===== config.mk =====
export PLATFORM = sky130hd
export DESIGN_NAME = mod193_counter
export DESIGN_NICKNAME = d
export VERILOG_FILES = /design/src/rtl/mod193_pkg.sv /design/src/rtl/cnt_stage.sv /design/src/rtl/mod193_counter.sv
export SDC_FILE = /design/constraint.sdc
export NUM_CORES = 1
export LEC_CHECK = 0
export BUFFER_PORTS_ARGS = -buffer_cell sky130_fd_sc_hd__clkbuf_2
export CAP_MARGIN = 10
export CORE_AREA = 3 3 40 42
export CTS_CLUSTER_DIAMETER = 200
export DETAILED_ROUTE_END_ITERATION = 10
export DIE_AREA = 0 0 43 45
export GPL_ROUTABILITY_DRIVEN = 0
export PLACE_DENSITY = 0.61
export SLEW_MARGIN = 20
export SYNTH_ARGS = -nofsm -noshare
export SYNTH_HDL_FRONTEND = slang
export SYNTH_SLANG_ARGS = --single-unit

===== constraint.sdc =====
create_clock -name clk -period 1.8 [get_ports clk]
set_input_delay 0.54 -clock clk [delete_from_list [all_inputs] [get_ports clk]]
set_output_delay 0.54 -clock clk [all_outputs]
set_load 0.02 [all_outputs]

===== src/rtl/mod193_pkg.sv =====
package mod193_pkg;

    // Control bundle for one counter stage; clear > load > count > hold
    typedef struct packed {
        logic clear;
        logic load;
        logic enp;
        logic ent;
    } stage_ctrl_t;

endpackage


===== src/rtl/cnt_stage.sv =====
module cnt_stage
    import mod193_pkg::*;
#(
    parameter int W = 4
) (
    input  logic         clk,
    input  stage_ctrl_t  ctrl,
    input  logic [W-1:0] din,
    output logic [W-1:0] q,
    output logic         rco
);

    localparam logic [W-1:0] ALL_ONES = '1;

    logic [W-1:0] q_r;
    logic [W-1:0] q_next;

    always_comb begin
        q_next = q_r;
        if (ctrl.clear) begin
            q_next = '0;
        end else if (ctrl.load) begin
            q_next = din;
        end else if (ctrl.enp && ctrl.ent) begin
            q_next = q_r + W'(1);
        end
    end

    always_ff @(posedge clk) begin
        q_r <= q_next;
    end

    assign q   = q_r;
    // carry qualified only by the trickle enable, as in a chained stage
    assign rco = ctrl.ent && (q_r == ALL_ONES);

endmodule


===== src/rtl/mod193_counter.sv =====
module mod193_counter
    import mod193_pkg::*;
#(
    parameter int STAGE_W    = 4,
    parameter int NUM_STAGES = 2,
    parameter int MODULUS    = 193
) (
    input  logic                          clk,
    input  logic                          clr_n,
    input  logic                          en,
    output logic [STAGE_W*NUM_STAGES-1:0] count,
    output logic                          tc
);

    localparam int CW = STAGE_W * NUM_STAGES;
    localparam logic [CW-1:0] PRESET = CW'((2 ** CW) - MODULUS);

    // carry chain: link[0] is the user enable, link[i+1] is stage i's carry
    logic [NUM_STAGES:0] link;
    logic                reload;

    assign link[0] = en;
    // top carry already includes en through the chain, so load is gated
    assign reload  = link[NUM_STAGES];

    for (genvar g = 0; g < NUM_STAGES; g++) begin : g_stage
        stage_ctrl_t ctl;
        assign ctl.clear = !clr_n;
        assign ctl.load  = reload;
        assign ctl.enp   = en;
        assign ctl.ent   = link[g];

        cnt_stage #(.W(STAGE_W)) u_stage (
            .clk  (clk),
            .ctrl (ctl),
            .din  (PRESET[g*STAGE_W +: STAGE_W]),
            .q    (count[g*STAGE_W +: STAGE_W]),
            .rco  (link[g+1])
        );
    end

    assign tc = reload;

endmodule


==> results of run 1 <==
[worst register-to-register path, stage by stage (launching register included)]
cell     delay, ns
dfxtp_2       0.35
ha_4          0.13
and4_4        0.23
buf_4         0.10
buf_4         0.13
a31oi_1       0.09
a31o_2        0.22
[cell usage after synthesis, drive strengths merged]
cell type	number
a21boi	3
a21o	2
a31o	1
a31oi	4
and4	1
and4b	1
buf	1
dfxtp	8
ha	2
inv	3
nand2	3
nand3	2
nand4	2
o21ai	3
o221a	1
xor2	2
[kinds of logic (layout without fill, tap and decap cells)]
group | count (synthesis) | after routing | share of synthesized area, %
AO/OA/AOI/OAI | 14 | 14 | 25.2
AND/OR/NAND/NOR | 9 | 9 | 17.5
flip-flops | 8 | 8 | 41.4
buffers and inverters | 4 | 25 | 4.85
adder cells (fa/ha/maj) | 2 | 2 | 6.47
XOR/XNOR | 2 | 2 | 4.53
[stage by stage]
stage	hold WS (ns)	utilization [%]	area [sq um]	instances	setup TNS, ns
finish	0.557	44.8	576	75	0
global placement	0.459	37.2	478	67	0
floorplan	0.505	-	389	39	0
CTS	0.527	42.6	547	74	-0.0457
global route	0.620	44.8	576	75	-0.0564
detailed placement	0.466	37.2	478	67	0
[routing by layer]
layer,vias to the layer above,track usage [%]
li1,192,-
met1,160,11.4
met2,15,16.8
met3,0,7.17
met4,0,3.61
met5,-,0
[cell type report]
class	instances	area share, %
clock buffer	3	3.91
inverter	3	1.96
multi-input combinational	27	40.9
sequential	8	28.3
tap	15	3.26
timing repair buffer	19	21.7
[power by group]
group	internal [mW]	leakage [nW]	total [mW]	switching (mW)
registers	0.182	0.0655	0.187	0.00454
clock network	0.0764	0.0138	0.139	0.0622
logic	0.0186	0.195	0.0378	0.0192
[worst min-delay path by stage]
stage                                 start                 endpoint  slack [ns]  depth (start not counted)
detailed placement  g_stage[0].u_stage.q[0]  g_stage[0].u_stage.q[0]        0.47                          1
CTS                 g_stage[1].u_stage.q[0]  g_stage[1].u_stage.q[0]        0.53                          1
floorplan           g_stage[0].u_stage.q[0]  g_stage[0].u_stage.q[0]        0.51                          1
finish              g_stage[1].u_stage.q[0]  g_stage[1].u_stage.q[0]        0.56                          1
global placement    g_stage[0].u_stage.q[0]  g_stage[0].u_stage.q[0]        0.46                          1
global route                          clr_n  g_stage[1].u_stage.q[1]        0.62                          2
[what timing repair did]
item                       4_1_cts  5_1_grt
setup endpoints to repair        1        1
pin swaps                        1        1
resized for setup                6        3
setup buffers                    4        1
==> key figures, run 1 <==
Critical path
  • Cells on worst reg2reg path: 6
  • Critical path buffer and inverter count: 2
  • Critical Path End: tc
  • Crit-path cells: ha_4, and4_4, nand4_4, inv_2, buf_8
  • Reg2reg setup slack: 0.45 ns
  • WP depth: 5
  • WS Path Type: register to output port
  • Slowest stage delay, CP: 0.35 ns
  • R2R Path End: g_stage[1].u_stage.q[3]
  • Crit path max-delay family: flip-flops
  • Startpoint Class: register
  • CP required: 1.26 ns
  • Worst-path maximum fanout: 2
  • CP Data Arrival Time: 1.25 ns
  • Critical path's slowest cell: dfxtp_2
  • Critical Path End Type: output port
  • CP Launch Point: g_stage[0].u_stage.q[0]
  • Origin of the critical flop-to-flop path: g_stage[0].u_stage.q[0]

STA
  • Achievable frequency: 558 MHz
  • Slew @ Worst Pin: 0.249 ns
  • Rel. slew slack: 83.4%
  • Clk_skew: 0.00344 ns
  • Fin crit share: 99.5%
  • Final hold vios: 0
  • Final min period: 1.79 ns
  • Setup ws final: 0.00935 ns
  • RSZ-0062 raised after global routing: yes
  • Slew Limit Fails: 0
  • Final setup viols: 0

Power and ir drop
  • Total power: 363 uW
  • Pwr per Cell Area: 631 mW/mm^2
  • VDD IR max: 0.303 mV
  • Pleak: 0.274 nW

Clock network
  • Worst-path clk slew: 0.06 ns
  • Max clock buf depth: 2
  • Number of CTS-inserted buffers: 3
  • CTS tree: yes
  • Worst skew pair latency: 0.25 ns
  • CTS root buf: clkbuf_4
  • Post-CTS Hold Fix Bufs: 0
  • H-tree level count: 1
  • CTS Sinks: 8

Drt
  • Via count: 367
  • DR DRC count: 0
  • Avg WL per Cell: 11.4 um
  • Post-Route M1 WL: 390 um
  • DRT iter0 DRCs: 6
  • Top Layer Used: met3
  • WL final: 856 um
  • Metal3 WL: 73 um
  • Via density: 4.89
  • Drt first pass iters: 2
  • Routed Antenna Nets: 0
  • Met2 WL: 392 um

Floorplan
  • Die W: 43 um
  • Initial Utilization: 30.1%
  • Chip Height: 45 um
  • Num ports: 12
  • Die Footprint: 0.00194 sq mm
  • Core Area: 0.00128 sq mm
  • Placement Rows: 13

Global route
  • GR Overflow Total: 0
  • Number of global-route vias before repair: 346
  • Total GRT Usage: 10.6%
  • Global-route wire length before repair: 1460 um
  • Initial antenna violation count: 0
  • Largest net degree at the start of global routing: 10

Place
  • Post-DP HPWL: 582 um
  • DP Worst Slack: 0.0351 ns
  • Number of I/O port buffers: 11

Finish
  • Fillers: 131
  • Area of the multi-input gates: 235 sq um
  • Commonest non-fill, non-tap cell in the layout: clkbuf_2
  • Register area: 163 sq um
  • Max FFs per register: 8
  • Layout cells sized above 1: 51.7%
  • Final #Nets: 67
  • Ant diodes: 0
  • Commonest non-fill, non-tap cells in the layout: clkbuf_2 (10), buf_4 (8), dfxtp_1 (6)
  • Layout area overhead: 48.9%

Logic synthesis
  • Syn avg cell area: 9.91 sq um
  • Yosys cell types: 17
  • Cell count after synthesis: 39
  • Post-synth top area share: 41.4%
  • Post-synthesis cell area: 387 sq um
  • Sequential element share of the synthesized area: 41.4%
  • #FFs+latches synth: 8
  • Top cells by area, synth: dfxtp_1 (41%), a31oi_1 (6.5%), ha_1 (6.5%)
  • Warnings from Yosys: 0
  • Cell taking the most area after synthesis: dfxtp_1
  • Mapped Nets: 44

Min path
  • HP Class: register to register

Outcome
  • Outcome: completed

Run
  • Max-Cap Viols: 0
Power figures use the tool's default switching activity.
==> run 2, diff against run 1 <==
PLACE_DENSITY = 0.46   (was 0.61)
REMOVE_ABC_BUFFERS = 1   (was default)
==> run 2 against run 1 <==
  * The flow now finishes with violations (setup timing)
  * Register-to-register slack worse by 0.02 ns
  * Clock-buffer cell count stayed put
  * Fmax is 0.74% lower
  * Global-route usage is 0.27 points higher
  * Sequential share of layout area is 0.28 points higher
  * Via count is 3.0% higher
==> key figures, run 2 (synthesis results as in run 1) <==
STA
  • Final setup viols: 1 (+1)
  • Setup TNS: -0.00399 ns (-0.00399 ns)
  • Rel. slew slack: 84.5% (+1.1 points)
  • Fin crit share: 100% (+0.74 points)
  • Final min period: 1.80 ns (+0.0133 ns)
  • RSZ-0062 raised after global routing: yes
  • Final hold vios: 0 (unchanged)
  • Worst Hold Slack: 0.492 ns (-0.0646 ns)
  • Slew Limit Fails: 0 (unchanged)
  • Slew @ Worst Pin: 0.232 ns (-0.0172 ns)
  • Achievable frequency: 554 MHz (-0.74%)
  • Clk_skew: 0.00101 ns (-0.00243 ns)
  • Setup ws final: -0.00399 ns (-0.0133 ns)

Critical path
  • Crit path max-delay family: flip-flops
  • Origin of the critical flop-to-flop path: g_stage[0].u_stage.q[0]
  • Cells on worst reg2reg path: 6 (unchanged)
  • Startpoint Class: register
  • CP Launch Point: g_stage[0].u_stage.q[0]
  • Critical Path End Type: output port
  • WS Path Type: register to output port
  • Critical path buffer and inverter count: 2 (unchanged)
  • Critical path's slowest cell: dfxtp_2
  • CP Data Arrival Time: 1.26 ns (about the same)
  • Crit-path cells: ha_4, and4_4, nand4_4, inv_2, buf_8
  • Slowest stage delay, CP: 0.35 ns (about the same)
  • R2R Path End: g_stage[1].u_stage.q[3]
  • Reg2reg setup slack: 0.43 ns (-0.02 ns)
  • Worst-path maximum fanout: 2 (unchanged)
  • CP required: 1.26 ns (about the same)

Finish
  • Register area: 164 sq um (+0.77%)
  • Max FFs per register: 8 (unchanged)
  • Final #Nets: 68 (+1.5%)
  • Commonest non-fill, non-tap cells in the layout: clkbuf_2 (10), buf_4 (9), dfxtp_1 (5)
  • Area of the multi-input gates: 225 sq um (-4.3%)
  • Fillers: 133 (+1.5%)
  • Layout area overhead: 48.5%
  • Ant diodes: 0 (unchanged)
  • Post-Layout Cell Count: 76 (+1.3%)
  • Finished Cell Area: 574 sq um (-0.22%)
  • Layout cells sized above 1: 54.1% (+2.4 points)
  • Commonest non-fill, non-tap cell in the layout: clkbuf_2

Power and ir drop
  • VDD IR max: 0.384 mV (+27%)
  • Pwr per Cell Area: 627 mW/mm^2 (-0.76%)
  • Pleak: 0.280 nW (+2.1%)
  • Total power: 360 uW (-0.98%)

Drt
  • Routed Antenna Nets: 0 (unchanged)
  • Via density: 4.97 (+1.6%)
  • Post-Route M1 WL: 386 um (-1.0%)
  • DRT iter0 DRCs: 8 (+2)
  • Via count: 378 (+3.0%)
  • Met2 WL: 414 um (+5.6%)
  • DR DRC count: 0 (unchanged)
  • Avg WL per Cell: 11.6 um (+1.8%)
  • WL final: 883 um (+3.2%)
  • Metal3 WL: 76 um (+4.1%)
  • Top Layer Used: met4
  • Drt first pass iters: 3 (+1)

Global route
  • Global-route wire length before repair: 1520 um (+4.7%)
  • Total GRT Usage: 10.9% (+0.27 points)
  • Number of global-route vias before repair: 351 (+1.4%)
  • GR Overflow Total: 0 (unchanged)
  • Largest net degree at the start of global routing: 10 (unchanged)
  • Initial antenna violation count: 0 (unchanged)

Place
  • Post-place instance area: 483 sq um (+1.0%)
  • Number of I/O port buffers: 11 (unchanged)
  • Post-DP HPWL: 672 um (+16%)
  • Placed Cells: 68 (+1.5%)

Floorplan
  • Placement Rows: 13 (unchanged)
  • Die Footprint: 0.00194 sq mm (unchanged)
  • Chip Height: 45 um (unchanged)
  • Die W: 43 um (unchanged)
  • Initial Utilization: 30.1% (unchanged)
  • Core Area: 0.00128 sq mm (unchanged)
  • Num ports: 12 (unchanged)

Run
  • Max-Cap Viols: 0 (unchanged)

Min path
  • Worst Hold End: g_stage[1].u_stage.q[0]
  • HP Class: register to register
  • Cells on Worst Hold Path: 1 (unchanged)
  • Min-Delay Startpoint: g_stage[1].u_stage.q[0]

Clock network
  • Worst-path clk slew: 0.05 ns (about the same)
  • CTS Sinks: 8 (unchanged)
  • Max clock buf depth: 2 (unchanged)
  • H-tree level count: 1 (unchanged)
  • Number of CTS-inserted buffers: 3 (unchanged)
  • CTS tree: yes
  • CTS root buf: clkbuf_4
  • Worst skew pair latency: 0.25 ns (about the same)

Outcome
  • Failing checks: setup timing
  • Outcome: finished with violations
run 2: cell count changes in the layout (fill, tap and decap cells not counted):
cell and delta:
buf_4 +1, dfxtp_1 -1, dfxtp_2 +1, ha_2 +1, ha_4 -1
run 2: per-layer routing:
layer | GRT usage, % | vias up
li1 | - | 192
met3 | 3.19 | 2
met5 | 0 | -
met1 | 12.4 | 172
met2 | 17.7 | 12
met4 | 7.23 | 0
run 2: what timing repair did:
action                     in CTS  in global routing
hold buffers                    0                  0
gates cloned                    0                  0
pin swaps                       1                  1
gates resized for setup         9                  2
setup buffers                   1                  4
setup endpoints to repair       1                  1
run 2: layout make-up:
| class | instances | share of cell area, % |
|---|---|---|
| Inverter | 3 | 1.96 |
| Timing Repair Buffer | 20 | 23.1 |
| Sequential cell | 8 | 28.5 |
| Tap cell | 15 | 3.27 |
| Multi-Input combinational cell | 27 | 39.2 |
| Clock buffer | 3 | 3.92 |
run 2: how the worst max path moves through the flow:
stage          to  cells after the start
3_5_place_dp   tc                      5
6_report       tc                      5
4_1_cts        tc                      5
5_1_grt        tc                      5
3_3_place_gp   tc                      5
2_1_floorplan  tc                      4
run 2: stage by stage:
step	setup slack, ns	utilization, %
2_1_floorplan	-0.0906	-
3_5_place_dp	0.0304	37.6
6_report	-0.00399	44.7
3_3_place_gp	0.0297	37.6
5_1_grt	-0.0592	44.7
4_1_cts	-0.0325	42.2
run 2: where the power goes:
part / total (mW) / switching [mW] / internal [mW]
Sequential: 0.187 / 0.00445 / 0.182
Clock: 0.134 / 0.0576 / 0.0761
Combinational: 0.0392 / 0.0195 / 0.0198
Total: 0.360 / 0.0815 / 0.278
==> run 3, diff against run 2 <==
clock period = 2.2 ns   (was 1.8 ns; I/O delays follow)
==> run 3 against run 2 <==
  * The run now ends clean
  * Global-route usage shrank 0.58 points
  * Hold slack lost 0.022 ns
  * Wire length decreased by 9.1%
  * Power shrank 20%
  * Largest cell class unchanged
  * Largest power group unchanged
==> key figures, run 3 (synthesis results as in run 1) <==
Drt
  • DRT iter0 DRCs: 0 (-8)
  • WL final: 803 um (-9.1%)
  • Routed Antenna Nets: 0 (unchanged)
  • Via density: 5.25 (+5.6%)
  • DR DRC count: 0 (unchanged)
  • Via count: 357 (-5.6%)
  • Avg WL per Cell: 11.8 um (+1.6%)
  • Drt first pass iters: 1 (-2)

Place
  • Number of I/O port buffers: 11 (unchanged)
  • Post-DP HPWL: 622 um (-7.5%)
  • DP Worst Slack: 0.0797 ns (+0.0493 ns)

Power and ir drop
  • Psw: 68.0 uW (-17%)
  • Sw Ratio: 23.7% (+1.0 points)
  • Comb pwr share: 7.0% (-3.9 points)
  • Clock share of power: 39.8% (+2.7 points)
  • Pwr per Cell Area: 590 mW/mm^2 (-5.8%)
  • VDD IR max: 0.255 mV (-34%)
  • Pleak: 0.244 nW (-13%)
  • Total power: 287 uW (-20%)
  • Reg power frac: 53.2% (+1.2 points)
  • Pint: 219 uW (-21%)

Clock network
  • Max clock buf depth: 2 (unchanged)
  • Worst-path clk slew: 0.05 ns (about the same)
  • H-tree level count: 1 (unchanged)
  • CTS tree: yes
  • Worst skew pair latency: 0.25 ns (about the same)
  • CTS root buf: clkbuf_4
  • CTS Sinks: 8 (unchanged)
  • Number of CTS-inserted buffers: 3 (unchanged)
  • Post-CTS Hold Fix Bufs: 0 (unchanged)

Critical path
  • CP Launch Point: en
  • Most used cell, CP: clkbuf_2
  • WS Path Type: input port to output port
  • Crit-path cells: clkbuf_2, and4_4, nand4_4, inv_1, clkbuf_2
  • Origin of the critical flop-to-flop path: g_stage[0].u_stage.q[1]
  • Crit path max-delay family: buffers and inverters
  • CP required: 1.54 ns (+0.28 ns)
  • Critical path's slowest cell: and4_4
  • Slowest stage delay, CP: 0.25 ns (-0.10 ns)
  • Startpoint Class: input port
  • CP Data Arrival Time: 1.42 ns (+0.16 ns)
  • Worst-path maximum fanout: 7 (+5)
  • Critical Path End Type: output port
  • Critical path buffer and inverter count: 3 (+1)

STA
  • Slew @ Worst Pin: 0.242 ns (+0.0101 ns)
  • Slew Limit Fails: 0 (unchanged)
  • Setup TNS: 0 ns (+0.00399 ns)
  • RSZ-0062 raised after global routing: no
  • Final min period: 2.08 ns
  • Rel. slew slack: 83.9% (-0.67 points)
  • Final setup viols: 0 (-1)
  • Fin crit share: 94.7%
  • Clk_skew: 0.00516 ns (+0.00415 ns)
  • Setup ws final: 0.116 ns (+0.120 ns)
  • Achievable frequency: 480 MHz
  • Final hold vios: 0 (unchanged)

Finish
  • Final #Nets: 60 (-12%)
  • Register area: 161 sq um (-1.5%)
  • Fillers: 143 (+7.5%)
  • Layout cells sized above 1: 37.7% (-16 points)
  • Area of the multi-input gates: 210 sq um (-6.7%)
  • Commonest non-fill, non-tap cells in the layout: clkbuf_2 (11), dfxtp_1 (7), a31oi_1 (4)
  • Max FFs per register: 8 (unchanged)
  • Layout area overhead: 25.9%
  • Ant diodes: 0 (unchanged)
  • Commonest non-fill, non-tap cell in the layout: clkbuf_2

Floorplan
  • Core Area: 0.00128 sq mm (unchanged)
  • Initial Utilization: 30.1% (unchanged)
  • Die W: 43 um (unchanged)
  • Placement Rows: 13 (unchanged)
  • Chip Height: 45 um (unchanged)
  • Num ports: 12 (unchanged)
  • Die Footprint: 0.00194 sq mm (unchanged)

Global route
  • Initial antenna violation count: 0 (unchanged)
  • Largest net degree at the start of global routing: 10 (unchanged)
  • GR Overflow Total: 0 (unchanged)
  • Total GRT Usage: 10.3% (-0.58 points)
  • Number of global-route vias before repair: 375 (+6.8%)
  • Global-route wire length before repair: 1460 um (-4.5%)

Run
  • Max-Cap Viols: 0 (unchanged)

Min path
  • HP Class: register to register
  • Min-Delay Startpoint: g_stage[0].u_stage.q[0]

Outcome
  • Outcome: completed
[run 3: changes by cell type in the layout (fill, tap and decap cells not counted)]
cell and change:
buf_4 -8, buf_8 -1, clkbuf_2 +1, dfxtp_1 +2, dfxtp_2 -2, ha_1 +2
ha_2 -1, ha_4 -1, inv_1 +1, inv_2 -1
[run 3: final timing paths]
path                            slack (ns)                      end  depth (start not counted)
worst max-delay path                  0.12                       tc                          5
worst min register to register        0.47  g_stage[0].u_stage.q[0]                          1
worst min-delay path                  0.47  g_stage[0].u_stage.q[0]                          1
worst max register to register        0.85  g_stage[1].u_stage.q[3]                          5
[run 3: power by group through the flow]
stage,registers (mW),logic [mW],clock network (mW)
2_1_floorplan,0.159,0.00690,0
3_3_place_gp,0.155,0.0201,0
3_5_place_dp,0.156,0.0205,0
4_1_cts,0.153,0.0205,0.119
5_1_grt,0.154,0.0232,0.122
6_report,0.153,0.0202,0.114
[run 3: through the flow]
step	instance area, sq um	utilization, %	hold slack, ns	instances
after global placement	460	35.8	0.494	65
after CTS	483	37.6	0.517	68
after floorplan	379	-	0.557	38
after detailed placement	460	35.8	0.508	65
after global routing	487	37.9	0.491	68
final	487	37.9	0.470	68
[run 3: worst reg2reg max path, stage by stage, from the launching register on]
cell     delay, ns
dfxtp_1       0.37
ha_1          0.19
and4_4        0.24
buf_4         0.15
a31oi_1       0.08
a31o_2        0.22
[run 3: what timing repair did]
| action | 4_1_cts | 5_1_grt |
|---|---|---|
| endpoints found under the setup margin | 0 | 1 |
| buffers inserted | 0 | 0 |
| gates resized for setup | 0 | 2 |
[run 3: final cells by class]
type | count | area share, %
repair buffers | 12 | 12.9
multi-input cells | 27 | 43.2
well taps | 15 | 3.86
clock buffers | 3 | 4.63
inverters | 3 | 2.31
flip-flops and latches | 8 | 33.2
[run 3: layer usage]
layer  wire length [um]  track usage [%]  share of wire [%]  vias to the layer above
met5                  0                0                  0                        -
met4                  4             9.04               0.50                        0
met3                 68             3.59                8.5                        2
met2                398             17.7                 50                       12
met1                332             9.71                 41                      166
li1                   -                -                  -                      177
